==> src/rtl/pxtg_pkg.sv <==
package pxtg_pkg;
    parameter int unsigned TG_H_W = 16;
    parameter int unsigned TG_F_W = 24;

    localparam logic [3:0] A_RUN   = 4'd0;
    localparam logic [3:0] A_HCTL  = 4'd1;
    localparam logic [3:0] A_FLEN  = 4'd2;
    localparam logic [3:0] A_VSW   = 4'd3;
    localparam logic [3:0] A_HWIN  = 4'd4;
    localparam logic [3:0] A_VBEG  = 4'd5;
    localparam logic [3:0] A_VFIN  = 4'd6;
    localparam logic [3:0] A_POL   = 4'd7;
    localparam logic [3:0] A_BRD   = 4'd8;
    localparam logic [3:0] A_UFL   = 4'd9;
    localparam logic [3:0] A_SKEW  = 4'd10;
    localparam logic [3:0] A_SWH   = 4'd11;
    localparam logic [3:0] A_SWEN  = 4'd12;
    localparam logic [3:0] A_SWVB  = 4'd13;
    localparam logic [3:0] A_SWVF  = 4'd14;

    typedef struct packed {
        logic [TG_H_W-1:0] line_len;
        logic [TG_H_W-1:0] hs_width;
        logic [TG_H_W-1:0] hw_beg;
        logic [TG_H_W-1:0] hw_fin;
        logic [TG_H_W-1:0] sw_hbeg;
        logic [TG_H_W-1:0] sw_hfin;
        logic [TG_F_W-1:0] frame_len;
        logic [TG_F_W-1:0] vs_width;
        logic [TG_F_W-1:0] vw_beg;
        logic [TG_F_W-1:0] vw_fin;
        logic [TG_F_W-1:0] skew;
        logic [TG_F_W-1:0] sw_vbeg;
        logic [TG_F_W-1:0] sw_vfin;
        logic              sw_en;
    } tg_timing_t;

    typedef enum logic {CNT_OFF, CNT_RUN} cnt_state_e;
    typedef enum logic [1:0] {UF_NORMAL, UF_HOLD, UF_WAIT} uf_state_e;
endpackage

==> src/rtl/pxtg_regs.sv <==
module pxtg_regs
    import pxtg_pkg::*;
#(
    parameter int unsigned PIX_W = 24
) (
    input  logic             clk,
    input  logic             rst_n,
    input  logic             wr_en,
    input  logic [3:0]       wr_addr,
    input  logic [31:0]      wr_data,
    input  logic             load,
    output logic             run,
    output tg_timing_t       act,
    output logic [2:0]       pol,
    output logic [PIX_W-1:0] border,
    output logic [PIX_W-1:0] uf_colour,
    output logic             uf_recover
);
    tg_timing_t pend;

    always_ff @(posedge clk or negedge rst_n) begin
        if (!rst_n) begin
            pend       <= '0;
            run        <= 1'b0;
            pol        <= '0;
            border     <= '0;
            uf_colour  <= '0;
            uf_recover <= 1'b0;
        end else if (wr_en) begin
            case (wr_addr)
                A_RUN:  run            <= wr_data[0];
                A_HCTL: begin
                    pend.line_len <= wr_data[16 +: TG_H_W];
                    pend.hs_width <= wr_data[0 +: TG_H_W];
                end
                A_FLEN: pend.frame_len <= wr_data[0 +: TG_F_W];
                A_VSW:  pend.vs_width  <= wr_data[0 +: TG_F_W];
                A_HWIN: begin
                    pend.hw_fin <= wr_data[16 +: TG_H_W];
                    pend.hw_beg <= wr_data[0 +: TG_H_W];
                end
                A_VBEG: pend.vw_beg    <= wr_data[0 +: TG_F_W];
                A_VFIN: pend.vw_fin    <= wr_data[0 +: TG_F_W];
                A_POL:  pol            <= wr_data[2:0];
                A_BRD:  border         <= wr_data[0 +: PIX_W];
                A_UFL: begin
                    uf_colour  <= wr_data[0 +: PIX_W];
                    uf_recover <= wr_data[31];
                end
                A_SKEW: pend.skew      <= wr_data[0 +: TG_F_W];
                A_SWH: begin
                    pend.sw_hfin <= wr_data[16 +: TG_H_W];
                    pend.sw_hbeg <= wr_data[0 +: TG_H_W];
                end
                A_SWEN: pend.sw_en     <= wr_data[0];
                A_SWVB: pend.sw_vbeg   <= wr_data[0 +: TG_F_W];
                A_SWVF: pend.sw_vfin   <= wr_data[0 +: TG_F_W];
                default: ;
            endcase
        end
    end

    always_ff @(posedge clk or negedge rst_n) begin
        if (!rst_n)
            act <= '0;
        else if (load)
            act <= pend;
    end


    shadow_hold_chk: assert property (@(posedge clk) disable iff (!rst_n)
        !load |=> $stable(act));
endmodule

==> src/rtl/pxtg_counters.sv <==
module pxtg_counters
    import pxtg_pkg::*;
(
    input  logic              clk,
    input  logic              rst_n,
    input  logic              run,
    input  logic [TG_H_W-1:0] line_len,
    input  logic [TG_F_W-1:0] frame_len,
    output logic [TG_H_W-1:0] hcnt,
    output logic [TG_F_W-1:0] fcnt,
    output logic              running,
    output logic              line_last,
    output logic              load,
    output logic              frame_start
);
    cnt_state_e st, st_nxt;
    logic       frame_last;

    assign line_last  = (hcnt == line_len - 1'b1);
    assign frame_last = (fcnt == frame_len - 1'b1);

    always_ff @(posedge clk or negedge rst_n) begin
        if (!rst_n) st <= CNT_OFF;
        else        st <= st_nxt;
    end

    always_comb begin
        st_nxt = st;
        unique case (st)
            CNT_OFF: if (run)  st_nxt = CNT_RUN;
            CNT_RUN: if (!run) st_nxt = CNT_OFF;
        endcase
    end

    always_ff @(posedge clk or negedge rst_n) begin
        if (!rst_n) begin
            hcnt <= '0;
            fcnt <= '0;
        end else if (st == CNT_RUN && run) begin
            hcnt <= line_last  ? '0 : hcnt + 1'b1;
            fcnt <= frame_last ? '0 : fcnt + 1'b1;
        end else begin
            hcnt <= '0;
            fcnt <= '0;
        end
    end

    always_comb begin
        running     = (st == CNT_RUN) && run;
        load        = (st == CNT_OFF) || (running && frame_last);
        frame_start = running && (fcnt == '0);
    end


    off_zero_chk: assert property (@(posedge clk) disable iff (!rst_n)
        !run |=> (hcnt == '0 && fcnt == '0));


    sof_gap_chk: assert property (@(posedge clk) disable iff (!rst_n)
        frame_start |=> !frame_start);
endmodule

==> src/rtl/pxtg_pixel.sv <==
module pxtg_pixel
    import pxtg_pkg::*;
#(
    parameter int unsigned PIX_W = 24
) (
    input  logic              clk,
    input  logic              rst_n,
    input  logic              running,
    input  logic              line_last,
    input  logic [TG_H_W-1:0] hcnt,
    input  logic [TG_F_W-1:0] fcnt,
    input  tg_timing_t        tm,
    input  logic [2:0]        pol,
    input  logic [PIX_W-1:0]  border,
    input  logic [PIX_W-1:0]  uf_colour,
    input  logic              uf_recover,
    input  logic              src_valid,
    input  logic [PIX_W-1:0]  src_data,
    output logic              src_ready,
    output logic              hsync,
    output logic              vsync,
    output logic              de,
    output logic [PIX_W-1:0]  pix_out
);
    uf_state_e uf_st, uf_nxt;
    logic hs_act, vs_act, de_act, in_sub, underrun;
    logic [TG_F_W:0] vs_end;

    always_comb begin
        vs_end   = {1'b0, tm.skew} + {1'b0, tm.vs_width};
        hs_act   = running && (hcnt < tm.hs_width);
        vs_act   = running && (fcnt >= tm.skew) && ({1'b0, fcnt} < vs_end);
        de_act   = running && (hcnt >= tm.hw_beg) && (hcnt <= tm.hw_fin)
                           && (fcnt >= tm.vw_beg) && (fcnt <= tm.vw_fin);
        in_sub   = !tm.sw_en ||
                   ((hcnt >= tm.sw_hbeg) && (hcnt <= tm.sw_hfin) &&
                    (fcnt >= tm.sw_vbeg) && (fcnt <= tm.sw_vfin));
        src_ready = de_act && in_sub && (uf_st == UF_NORMAL);
        underrun  = src_ready && !src_valid;
    end

    always_ff @(posedge clk or negedge rst_n) begin
        if (!rst_n) uf_st <= UF_NORMAL;
        else        uf_st <= uf_nxt;
    end

    always_comb begin
        uf_nxt = uf_st;
        unique case (uf_st)
            UF_NORMAL: if (underrun && uf_recover) uf_nxt = UF_HOLD;
            UF_HOLD:   if (src_valid) uf_nxt = line_last ? UF_NORMAL : UF_WAIT;
            UF_WAIT:   if (line_last) uf_nxt = UF_NORMAL;
            default:   uf_nxt = UF_NORMAL;
        endcase
        if (!running) uf_nxt = UF_NORMAL;
    end

    always_comb begin
        hsync = hs_act ^ pol[0];
        vsync = vs_act ^ pol[1];
        de    = de_act ^ pol[2];
        if (!de_act)
            pix_out = '0;
        else if (!in_sub)
            pix_out = border;
        else if (uf_st != UF_NORMAL || !src_valid)
            pix_out = uf_colour;
        else
            pix_out = src_data;
    end


    uf_exit_chk: assert property (@(posedge clk) disable iff (!rst_n)
        (running && uf_st == UF_NORMAL && $past(uf_st) != UF_NORMAL) |-> hcnt == '0);


    ready_drop_chk: assert property (@(posedge clk) disable iff (!rst_n)
        (src_ready && !src_valid && uf_recover) |=> !src_ready);
endmodule

==> src/rtl/pxcnt_timing_gen.sv <==
module pxcnt_timing_gen
    import pxtg_pkg::*;
#(
    parameter int unsigned PIX_W = 24
) (
    input  logic             clk,
    input  logic             rst_n,
    input  logic             wr_en,
    input  logic [3:0]       wr_addr,
    input  logic [31:0]      wr_data,
    input  logic             src_valid,
    input  logic [PIX_W-1:0] src_data,
    output logic             src_ready,
    output logic             hsync,
    output logic             vsync,
    output logic             de,
    output logic [PIX_W-1:0] pix_out,
    output logic             frame_start
);
    tg_timing_t        act;
    logic              run, load, running, line_last, uf_recover;
    logic [2:0]        pol;
    logic [PIX_W-1:0]  border, uf_colour;
    logic [TG_H_W-1:0] hcnt;
    logic [TG_F_W-1:0] fcnt;

    pxtg_regs #(.PIX_W(PIX_W)) u_regs (
        .clk(clk), .rst_n(rst_n), .wr_en(wr_en), .wr_addr(wr_addr),
        .wr_data(wr_data), .load(load), .run(run), .act(act), .pol(pol),
        .border(border), .uf_colour(uf_colour), .uf_recover(uf_recover)
    );

    pxtg_counters u_cnt (
        .clk(clk), .rst_n(rst_n), .run(run), .line_len(act.line_len),
        .frame_len(act.frame_len), .hcnt(hcnt), .fcnt(fcnt),
        .running(running), .line_last(line_last), .load(load),
        .frame_start(frame_start)
    );

    pxtg_pixel #(.PIX_W(PIX_W)) u_pix (
        .clk(clk), .rst_n(rst_n), .running(running), .line_last(line_last),
        .hcnt(hcnt), .fcnt(fcnt), .tm(act), .pol(pol), .border(border),
        .uf_colour(uf_colour), .uf_recover(uf_recover),
        .src_valid(src_valid), .src_data(src_data), .src_ready(src_ready),
        .hsync(hsync), .vsync(vsync), .de(de), .pix_out(pix_out)
    );
endmodule

==> config.mk <==
export PLATFORM = sky130hd
export DESIGN_NAME = pxcnt_timing_gen
export DESIGN_NICKNAME = d
export VERILOG_FILES = /design/src/rtl/pxtg_pkg.sv /design/src/rtl/pxtg_regs.sv /design/src/rtl/pxtg_counters.sv /design/src/rtl/pxtg_pixel.sv /design/src/rtl/pxcnt_timing_gen.sv
export SDC_FILE = /design/constraint.sdc
export NUM_CORES = 1
export LEC_CHECK = 0
export ABC_AREA = 1
export BUFFER_PORTS_ARGS = -buffer_cell sky130_fd_sc_hd__buf_2
export CAP_MARGIN = 25
export CELL_PAD_IN_SITES_DETAIL_PLACEMENT = 1
export CELL_PAD_IN_SITES_GLOBAL_PLACEMENT = 1
export CORE_UTILIZATION = 52
export CTS_CLUSTER_SIZE = 14
export DETAILED_ROUTE_END_ITERATION = 16
export PLACE_DENSITY_LB_ADDON = 0.1
export SLEW_MARGIN = 20
export SYNTH_ARGS = -nofsm -noshare
export SYNTH_HDL_FRONTEND = slang
export SYNTH_SLANG_ARGS = --single-unit
==> constraint.sdc <==
create_clock -name clk -period 5.82 [get_ports clk]
set_input_delay 0.291 -clock clk [delete_from_list [all_inputs] [get_ports clk]]
set_output_delay 0.291 -clock clk [all_outputs]
set_load 0.005 [all_outputs]
==> results.ini <==
[placement]
dp_hpwl_mm = 68.0
place_ws_ns = 1.92
place_congestion = 0.901
dp_cells = 4845
portBuffers = 92

[pwr]
p_leak_uw = 0.0193
seq_power_share_pct = 41.2
power.switching_uw = 5500
switching_share_pct = 36.6
p_per_area_nw_per_um2 = 410
intPower_uw = 9530
vdd_ir_drop_max_uv = 276
clkPwrFrac_pct = 30.0
combinationalPowerShare_pct = 28.8

[cells_and_area]
nFillCells = 7626
syn2layout_area_growth_pct = 10.9
drive_above_1_share_pct = 6.33
multi_input_area_um2 = 15000
stdcell_count = 5006
final_nets = 4421
layout_commonest_cell = nand2_1
mostFrequentLayoutCells = nand2_1 (1175), dfrtp_1 (625), inv_1 (406)
regArea_um2 = 15700

[routing]
wire_per_inst_um = 21.2
drc = 0
drt_wl_total_mm = 106
drtIter0Drc = 2247
ant_nets = 0
vias = 28400
vias_per_cell = 5.67
drtPass1Iterations = 5

[yosys]
synth_area_leader_cell = dfrtp_1
netlist_area_um2 = 33100
syn_nets = 4388
synth.distinct_cells = 42
synth-seq-area-share_pct = 47.4
synth_top_area_share_pct = 47.4
synth.area.top_cells = dfrtp_1 (47%), nand2_1 (13%), ha_1 (9.5%), o21ai_0 (5.1%), nand3_1 (5.0%)
synth-seq-cells = 626
yosys_warnings = 0
syn_avg_cell_area_um2 = 8.12
synthCells = 4072

[die]
dieHeight_um = 254
rows = 92
die_w_um = 254
start_util_pct = 52.5
io_pins = 93
core_um2 = 63000
dieArea_um2 = 64600

[timing]
worst_slew_pin_slew_ns = 1.13
fin_crit_sh_pct = 78.4
drv_slew = 0
clock-skew-final_ns = 0.0373
setup_tns_ns = 0
rsz0062_at_grt = no
finalSetupViolations = 0
fmax_mhz = 219
max_slew_margin_pct = 24.4
min_period_ns = 4.56
final.setup.worst_slack_ns = 1.26
hold_viol = 0

[global_route]
grt_max_degree = 174
gr-total-overflow = 0
grt_usage_pct = 33.7
antenna_found_initial = 9
grt_pass1_vias = 29400
grt_pass1_wl_mm = 168

[setup_path]
arrival_ns = 4.27
crit_path_end_kind = output pin
timing_worst_setup_path_type = flop to output pin
critPathMaxFanout = 4
critPathRequiredTime_ns = 5.53
start_kind = flop
reg2reg_depth = 16

[flow_run]
maxCapViolCount = 0

[clock_tree]
cts.sinks = 626
cts_max_path_buffers = 3
htree_levels = 3
cts_resized = 0
worstSkewPairLatency_ns = 0.64
root_buffer = clkbuf_16
clk_pin_slew_ns = 0.06
numCtsBuffers = 70
cts_tree = done

[worst_hold_path]
hold-path-cell-count = 3
hp-class = input pin to flop

[run_status]
status = finished, final reports clean

worst paths after layout:
check / start / end / slack (ns)
setup / recovery: u_regs.act[49] / vsync / 1.26
hold / removal: wr_en / u_regs.run / 0.04
setup reg to reg: u_regs.act[145] / u_regs.act[258] / 2.24
hold reg to reg: u_regs.run / u_cnt.st / 0.41
max in group asynchronous: rst_n / u_regs.act[188] / 4.23
min in group asynchronous: rst_n / u_regs.pend[85] / 0.20
synth_stat cells, drive strengths merged:
library cell     n
o21bai           3
dfrtp          626
o31ai            2
nand3          332
or2              6
a31oi            3
a21o             7
o211ai           3
buf             88
o221a            1
o21a             8
a21oi          237
nand2         1178
nand4           52
and2             3
nand3b           9
xor2            55
a21boi           2
a211oi           2
and3b            1
o2111ai          1
xnor2           30
inv            407
a31o             3
ha             251
fa               1
nor3            34
o21ai          340
nor4            10
clkbuf         109
xnor3            2
nor2           266
power by group through the flow:
stage	logic, µW	registers, µW	clock network [µW]
4_1_cts	4310	6170	4550
2_1_floorplan	3110	5940	0
5_1_grt	4950	6310	4710
6_report	4330	6190	4510
3_3_place_gp	4040	6170	0
3_5_place_dp	4210	6210	0
worst max-delay path, cell delays in order (launching register included):
cell and delay (ns):
dfrtp_1 0.40, ha_1 0.27, fa_1 0.42, nand3_1 0.10, nand2_1 0.10, nand2_1 0.08
nand2_1 0.11, a21oi_1 0.28, o21ai_0 0.18, a21oi_1 0.22, o21ai_0 0.14, xnor2_1 0.17
ha_1 0.30, inv_1 0.06, nor3_1 0.22, nand2_1 0.09, nor2_1 0.09, nor2_1 0.06
nand3_1 0.06, nand2_1 0.05, nand2_1 0.11, buf_2 0.12
flip-flops by register name, indices dropped and copies added, names as in the netlist, 2 cells and up:
| signal | flops |
|---|---|
| u_regs.pol | 3 |
| u_regs.uf_colour | 24 |
| u_regs.act | 265 |
| u_cnt.fcnt | 24 |
| u_pix.uf_st | 2 |
| u_regs.pend | 265 |
| u_regs.border | 24 |
| u_cnt.hcnt | 16 |
final cells by class:
type / instances / area share (%)
sequential: 626 / 42.7
multi-input combinational: 2842 / 40.8
clock buffer: 98 / 5.62
inverter: 407 / 4.16
timing repair buffer: 158 / 3.12
tap: 846 / 2.89
clock inverter: 24 / 0.655
antenna: 5 / 0.0341
routing by layer:
layer  wire, µm  GRT usage [%]  share of wire, %  up-vias
met4       3410           11.2               3.2        6
met5         33              0             0.031        -
met3       5370           4.77               5.1      195
met2      50000           55.0                47      650
met1      47400           46.2                45    14300
li1           -              -                 -    13200
cell families after synthesis:
kind of cell               after synthesis  share of synthesized area (%)
AOI/OAI and AO/OA                      612                           9.54
and+or+nand+nor                       1891                           23.6
buffers and inverters                  604                           7.56
xor gates and xnor gates                87                           2.39
DFF                                    626                           47.4
adders and majority gates              252                           9.56
through the flow:
step | utilization (%) | power, µW | area, µm² | hold WS, ns
6_report | 58.3 | 15000 | 36700 | 0.0425
5_1_grt | 58.2 | 16000 | 36700 | 0.0463
4_1_cts | 58.2 | 15000 | 36600 | 0.00911
3_5_place_dp | 54.0 | 10400 | 34000 | 0.278
3_3_place_gp | 54.0 | 10200 | 34000 | 0.271
2_1_floorplan | - | 9050 | 33100 | -0.00459
what timing repair did:
action / CTS / global route
setup buffers: 0 / 0
endpoints found under the hold margin: 99 / 0
hold buffers: 33 / 0
Note: power is estimated with default switching activity, not from simulation.
